`config.mk`:
```
export PLATFORM = sky130hd
export DESIGN_NAME = i2c_addr_recognizer
export DESIGN_NICKNAME = d
export VERILOG_FILES = /design/src/rtl/i2c_ar_pkg.sv /design/src/rtl/i2c_ar_cmp.sv /design/src/rtl/i2c_ar_fsm.sv /design/src/rtl/i2c_addr_recognizer.sv
export SDC_FILE = /design/constraint.sdc
export NUM_CORES = 1
export LEC_CHECK = 0
export ABC_AREA = 1
export ABC_CLOCK_PERIOD_IN_PS = 3730
export BUFFER_PORTS_ARGS = -buffer_cell sky130_fd_sc_hd__clkbuf_2
export CELL_PAD_IN_SITES_DETAIL_PLACEMENT = 1
export CELL_PAD_IN_SITES_GLOBAL_PLACEMENT = 1
export CORE_AREA = 5 5 56 58
export CTS_CLUSTER_SIZE = 28
export DETAILED_ROUTE_END_ITERATION = 6
export DIE_AREA = 0 0 61 63
export PLACE_DENSITY = 0.87
export SLEW_MARGIN = 20
export SYNTH_ARGS = -nofsm -noshare
export SYNTH_HDL_FRONTEND = slang
export SYNTH_SLANG_ARGS = --single-unit
```
`constraint.sdc`:
```
create_clock -name clk -period 3.73 [get_ports clk]
set_input_delay 0.1865 -clock clk [delete_from_list [all_inputs] [get_ports clk]]
set_output_delay 0.1865 -clock clk [all_outputs]
set_load 0.1 [all_outputs]
```
`src/rtl/i2c_ar_pkg.sv`:
```
package i2c_ar_pkg;
  typedef enum logic [2:0] {
    AR_OFF  = 3'd0,
    AR_ADDR = 3'd1,
    AR_HDR  = 3'd2,
    AR_DATA = 3'd3,
    AR_SKIP = 3'd4
  } ar_state_e;

  localparam int          AR_TAG_W   = 5;
  localparam logic [4:0]  AR_HDR_TAG = 5'b11110;
endpackage

```
`src/rtl/i2c_ar_cmp.sv`:
```
module i2c_ar_cmp
  import i2c_ar_pkg::*;
#(
  parameter int BYTE_W     = 8,
  parameter int OWN_W      = 10,
  parameter bit GC_SUPPORT = 1'b1
) (
  input  logic [BYTE_W-1:0] byte_data,
  input  logic [OWN_W-1:0]  own_addr,
  output logic              hit_short,
  output logic              hit_gc,
  output logic              hit_hdr,
  output logic              hit_lo,
  output logic              rw_bit
);
  localparam int SHORT_W = BYTE_W - 1;
  localparam int HI_W    = OWN_W - BYTE_W;

  logic is_zero;

  assign is_zero   = (byte_data == '0);
  assign rw_bit    = byte_data[0];
  assign hit_short = !is_zero && (byte_data[BYTE_W-1:1] == own_addr[SHORT_W-1:0]);
  assign hit_hdr   = (byte_data[BYTE_W-1 -: AR_TAG_W] == AR_HDR_TAG) &&
                     (byte_data[HI_W:1] == own_addr[OWN_W-1:BYTE_W]);
  assign hit_lo    = (byte_data == own_addr[BYTE_W-1:0]);

  generate
    if (GC_SUPPORT) begin : g_gc
      assign hit_gc = is_zero;
    end else begin : g_no_gc
      assign hit_gc = 1'b0;
    end
  endgenerate

  always_comb begin
    assert (!(hit_gc && hit_short)) else $error("assert_zero_not_own_R7");
  end
endmodule

```
`src/rtl/i2c_ar_fsm.sv`:
```
module i2c_ar_fsm
  import i2c_ar_pkg::*;
(
  input  logic clk,
  input  logic rst,
  input  logic start_evt,
  input  logic stop_evt,
  input  logic byte_valid,
  input  logic ten_bit,
  input  logic gc_en,
  input  logic hit_short,
  input  logic hit_gc,
  input  logic hit_hdr,
  input  logic hit_lo,
  input  logic rw_bit,
  output logic addr_match,
  output logic gc_match,
  output logic ack_en,
  output logic dir_tx,
  output logic match_evt
);
  ar_state_e state;
  logic      ten_done;

  always_ff @(posedge clk) begin
    if (rst) begin
      state      <= AR_OFF;
      ten_done   <= 1'b0;
      addr_match <= 1'b0;
      gc_match   <= 1'b0;
      ack_en     <= 1'b0;
      dir_tx     <= 1'b0;
      match_evt  <= 1'b0;
    end else begin
      match_evt <= 1'b0;
      if (stop_evt) begin
        state      <= AR_OFF;
        ten_done   <= 1'b0;
        addr_match <= 1'b0;
        gc_match   <= 1'b0;
        ack_en     <= 1'b0;
        dir_tx     <= 1'b0;
      end else if (start_evt) begin
        state      <= AR_ADDR;
        addr_match <= 1'b0;
        gc_match   <= 1'b0;
        ack_en     <= 1'b0;
        dir_tx     <= 1'b0;
      end else if (byte_valid) begin
        case (state)
          AR_ADDR: begin
            if (gc_en && hit_gc) begin
              gc_match  <= 1'b1;
              ack_en    <= 1'b1;
              match_evt <= 1'b1;
              ten_done  <= 1'b0;
              state     <= AR_DATA;
            end else if (ten_bit && hit_hdr && !rw_bit) begin
              ack_en   <= 1'b1;
              ten_done <= 1'b0;
              state    <= AR_HDR;
            end else if (ten_bit && hit_hdr && rw_bit && ten_done) begin
              addr_match <= 1'b1;
              ack_en     <= 1'b1;
              dir_tx     <= 1'b1;
              match_evt  <= 1'b1;
              state      <= AR_DATA;
            end else if (!ten_bit && hit_short) begin
              addr_match <= 1'b1;
              ack_en     <= 1'b1;
              dir_tx     <= rw_bit;
              match_evt  <= 1'b1;
              ten_done   <= 1'b0;
              state      <= AR_DATA;
            end else begin
              ack_en   <= 1'b0;
              ten_done <= 1'b0;
              state    <= AR_SKIP;
            end
          end
          AR_HDR: begin
            if (hit_lo) begin
              addr_match <= 1'b1;
              ack_en     <= 1'b1;
              dir_tx     <= 1'b0;
              match_evt  <= 1'b1;
              ten_done   <= 1'b1;
              state      <= AR_DATA;
            end else begin
              ack_en <= 1'b0;
              state  <= AR_SKIP;
            end
          end
          default: begin
          end
        endcase
      end
    end
  end

  assert_flags_excl_R7: assert property (@(posedge clk) disable iff (rst)
    !(addr_match && gc_match));

  assert_evt_acked_R11: assert property (@(posedge clk) disable iff (rst)
    match_evt |-> ack_en);

  assert_evt_pulse_R11: assert property (@(posedge clk) disable iff (rst)
    match_evt |=> !match_evt);

  assert_stop_clear_R8: assert property (@(posedge clk) disable iff (rst)
    stop_evt |=> (!ack_en && !addr_match && !gc_match && !dir_tx && !ten_done));

  assert_start_clear_R9: assert property (@(posedge clk) disable iff (rst)
    (start_evt && !stop_evt) |=> (!ack_en && !addr_match && !gc_match && !match_evt));

  assert_data_hold_R10: assert property (@(posedge clk) disable iff (rst)
    (state == AR_DATA && !start_evt && !stop_evt) |=>
      ($stable(addr_match) && $stable(gc_match) && $stable(ack_en) && $stable(dir_tx)));

  assert_skip_silent_R3: assert property (@(posedge clk) disable iff (rst)
    (state == AR_SKIP && !start_evt && !stop_evt) |=> (!ack_en && !match_evt));
endmodule

```
`src/rtl/i2c_addr_recognizer.sv`:
```
module i2c_addr_recognizer #(
  parameter int BYTE_W     = 8,
  parameter int OWN_W      = 10,
  parameter bit GC_SUPPORT = 1'b1
) (
  input  logic              clk,
  input  logic              rst,
  input  logic [OWN_W-1:0]  cfg_own_addr,
  input  logic              cfg_ten_bit,
  input  logic              cfg_gc_en,
  input  logic              start_evt,
  input  logic              stop_evt,
  input  logic              byte_valid,
  input  logic [BYTE_W-1:0] byte_data,
  output logic              addr_match,
  output logic              gc_match,
  output logic              ack_en,
  output logic              dir_tx,
  output logic              match_evt
);
  logic hit_short, hit_gc, hit_hdr, hit_lo, rw_bit;

  i2c_ar_cmp #(
    .BYTE_W    (BYTE_W),
    .OWN_W     (OWN_W),
    .GC_SUPPORT(GC_SUPPORT)
  ) u_cmp (
    .byte_data (byte_data),
    .own_addr  (cfg_own_addr),
    .hit_short (hit_short),
    .hit_gc    (hit_gc),
    .hit_hdr   (hit_hdr),
    .hit_lo    (hit_lo),
    .rw_bit    (rw_bit)
  );

  i2c_ar_fsm u_fsm (
    .clk        (clk),
    .rst        (rst),
    .start_evt  (start_evt),
    .stop_evt   (stop_evt),
    .byte_valid (byte_valid),
    .ten_bit    (cfg_ten_bit),
    .gc_en      (cfg_gc_en),
    .hit_short  (hit_short),
    .hit_gc     (hit_gc),
    .hit_hdr    (hit_hdr),
    .hit_lo     (hit_lo),
    .rw_bit     (rw_bit),
    .addr_match (addr_match),
    .gc_match   (gc_match),
    .ack_en     (ack_en),
    .dir_tx     (dir_tx),
    .match_evt  (match_evt)
  );
endmodule

```
==> impl_metrics.ini <==
[logic_synthesis]
number_of_synthesized_flops_with_an_enable_pin = 0
syn-cell-area_um2 = 823
synth.largest_area_cell = sky130_fd_sc_hd__nand2_1
synthCells = 150
synth_top_area_share_pct = 24.2
synth.distinct_cells = 18
syn_area_per_cell_um2 = 5.49
netlist_top_cells_count = sky130_fd_sc_hd__nand2_1 (53), sky130_fd_sc_hd__nor2_1 (22), sky130_fd_sc_hd__inv_1 (17)
synth.area.mux_share_pct = 0
synth_fa_ha_area_share_pct = 0
synthFlopType = sky130_fd_sc_hd__dfxtp_1
post_synth_xor_area_fraction_pct = 4.26
synthSimpleGateAreaFrac_pct = 54.1
ys_seq_elements = 9
synthesis.yosys.warnings = 0
synth-seq-area-share_pct = 21.9
mappedNetlistNets = 175
area_contributors_post_synth = sky130_fd_sc_hd__nand2_1 (24%), sky130_fd_sc_hd__dfxtp_1 (22%), sky130_fd_sc_hd__nor2_1 (10%)
yosys.cell_count.top_type = sky130_fd_sc_hd__nand2_1
synth_compound_area_share_pct = 6.99
synth-async-reset-ratio_pct = 0
synth_top_family_by_area = simple AND/OR/NAND/NOR gates

[cts]
clock_tree.htree_level_count = 1
clk_latency_ps = 260
cts_hold_buf = 0
clkSinkCount = 9
clk_path_buf_depth = 2
tritoncts_clock_tree = built
postCtsSetupBuffers = 0
clock_tree_root = sky130_fd_sc_hd__clkbuf_4
clk_transition_reported_paths_ps = 60
cts_made_buffers = 3
cts-resized-gates = 0

[status]
run_status = completed

[timing]
final_critical_path_setup_slack_ps = 2400
fin_skew_ps = 3.96
fmaxAchievable_mhz = 753
grt_setup_unrepaired = false
max_slew.worst_pin.slew_ps = 542
final_period_minus_worst_setup_slack_ps = 1330
fin_crit_sh_pct = 35.6
setup_viol_count_final = 0
drv_slew = 0
finalHoldViolCount = 0
setup_total_negative_slack_ps = 0
timing.slew.headroom_pct = 64.0

[global_route]
gr-total-overflow = 0
first_global_vias = 929
gr-usage-all-layers_pct = 12.0
grt_util_met2_pct = 20.2
global_route.usage.met1_pct = 16.2
grt.met3_usage_pct = 2.48
initial_antenna_violation_count = 0
grt_first_pass_wirelength_um = 3760
grt_start_max_net_pins = 7
grt_busiest_layer = met2

[cells_and_area]
syn2layout_area_growth_pct = 25.5
layout.filler_cells = 379
drive_above_1_share_pct = 29.0
final_cell_count_no_fill = 214
insertedDiodeCount = 0
finalNetCount = 209

[place]
port_buffers = 29
cells_after_dpl = 210
dpl.hpwl_um = 1960
gp_routability_congestion = 0.791
post-place-ws_ps = 2370

[die]
row_count = 19
die_area_mm2 = 0.00384
die_height_um = 63
floorplan.initialDensity_pct = 31.5
core-area_mm2 = 0.00262
top_level_i_o_count = 30
die_extent_in_x_um = 61

[power_and_ir_drop]
leakagePower_nw = 0.550
vdd_ir_drop_max_v = 0.000220
pd_cells_mw_per_mm2 = 229

[setup_path]
kind_of_end_point_of_the_critical_path = flop
path_class = reg -> reg
critical_path.slowest_cell = sky130_fd_sc_hd__dfxtp_1
cp-start-kind = flop
worst-path-max-fanout = 5
critical_path_required_ps = 3890
critical_path.max_stage_delay_ps = 350
critical_path.top_delay_family = simple AND/OR/NAND/NOR gates
critPathBufInv = 1
critPathArrivalTime_ps = 1490
timing.critical_path.cells = inv_2 -> nor3_2 -> o21ai_2 -> a21oi_2 -> nand3_1 -> nand2_1 -> nor2_1

[drt]
wire_per_inst_um = 10.3
detail_route.drc_violations = 0
detail_route.first_pass.iterations = 4
via_per_inst = 4.49
ant_nets = 0
routed_wl_um = 2200
drtIter0Drc = 21
route.vias.total = 961

[run]
timing.max_cap.violations = 0

[worst_hold_path]
hold_class = in -> reg
cell families after synthesis:
kind of cell	Yosys count
buffers and inverters	28
AND/OR/NAND/NOR	99
flip-flops	9
XOR/XNOR	4
AO/OA/AOI/OAI	10
power by group:
part           leakage [nW]  internal (mW)  switching (mW)
sequential           0.0727         0.0971        0.000676
clock                0.0150         0.0412          0.0342
combinational         0.463         0.0250          0.0386
total                 0.550          0.163          0.0734
worst min-delay path, stage by stage:
cell and delay, ps:
sky130_fd_sc_hd__clkbuf_2 110, sky130_fd_sc_hd__nand2_1 70, sky130_fd_sc_hd__a21oi_1 40
path summary, 6_finish.rpt:
check                  from         endpoint  slack [ps]  cells after the start
max reg2reg  u_fsm.state[0]     u_fsm.dir_tx        2400                      7
min reg2reg  u_fsm.ten_done   u_fsm.ten_done         460                      2
max          u_fsm.state[0]     u_fsm.dir_tx        2400                      7
min              byte_valid  u_fsm.match_evt         200                      3
area by class of cell:
class | instances | area, um2 | area share [%]
Tap cell | 31 | 38.8 | 3.75
Inverter | 28 | 105 | 10.2
Multi-Input combinational cell | 113 | 538 | 52.1
Clock buffer | 4 | 26.3 | 2.54
Timing Repair Buffer | 29 | 145 | 14.0
Sequential cell | 9 | 180 | 17.4
state kept, by name, summed over array words and instances, names as in the netlist:
| name | count |
|---|---|
| u_fsm.gc_match | 1 |
| u_fsm.addr_match | 1 |
| u_fsm.match_evt | 1 |
| u_fsm.ten_done | 1 |
| u_fsm.dir_tx | 1 |
| u_fsm.state | 3 |
| u_fsm.ack_en | 1 |
per-stage QoR:
stage / hold WS, ps / util, % / total power [mW] / instance area, um2
3_3_place_gp: 447 / 38.5 / 0.162 / 1010
3_5_place_dp: 462 / 38.5 / 0.164 / 1010
4_1_cts: 188 / 39.5 / 0.241 / 1030
5_1_grt: 186 / 39.5 / 0.256 / 1030
2_1_floorplan: 311 / - / 0.137 / 823
6_report: 195 / 39.5 / 0.237 / 1030
placed cells by master, fill, tap and decap left out:
cell type	netlist	layout
sky130_fd_sc_hd__nand2_1	53	53
sky130_fd_sc_hd__clkbuf_2	0	29
sky130_fd_sc_hd__nor2_1	22	22
sky130_fd_sc_hd__inv_1	17	17
sky130_fd_sc_hd__dfxtp_1	9	9
sky130_fd_sc_hd__inv_2	8	8
sky130_fd_sc_hd__nand3_1	8	8
sky130_fd_sc_hd__a21oi_1	7	7
sky130_fd_sc_hd__nand4_1	5	5
sky130_fd_sc_hd__xnor2_1	4	4
sky130_fd_sc_hd__nand3_2	4	4
sky130_fd_sc_hd__nand2_2	4	4
sky130_fd_sc_hd__clkinv_1	3	3
sky130_fd_sc_hd__clkbuf_4	0	3
sky130_fd_sc_hd__nor3_2	1	1
sky130_fd_sc_hd__o21ai_2	1	1
sky130_fd_sc_hd__a21oi_2	1	1
sky130_fd_sc_hd__nor2_4	1	1
sky130_fd_sc_hd__nor2_2	1	1
sky130_fd_sc_hd__o21ai_0	1	1
sky130_fd_sc_hd__clkbuf_1	0	1
metal layers:
layer,part of all wire (%),up-vias
met4,0,0
met5,0,-
met2,49,17
met3,4.4,0
li1,-,527
met1,46,417
No activity file was read; power rests on OpenSTA's default activity.
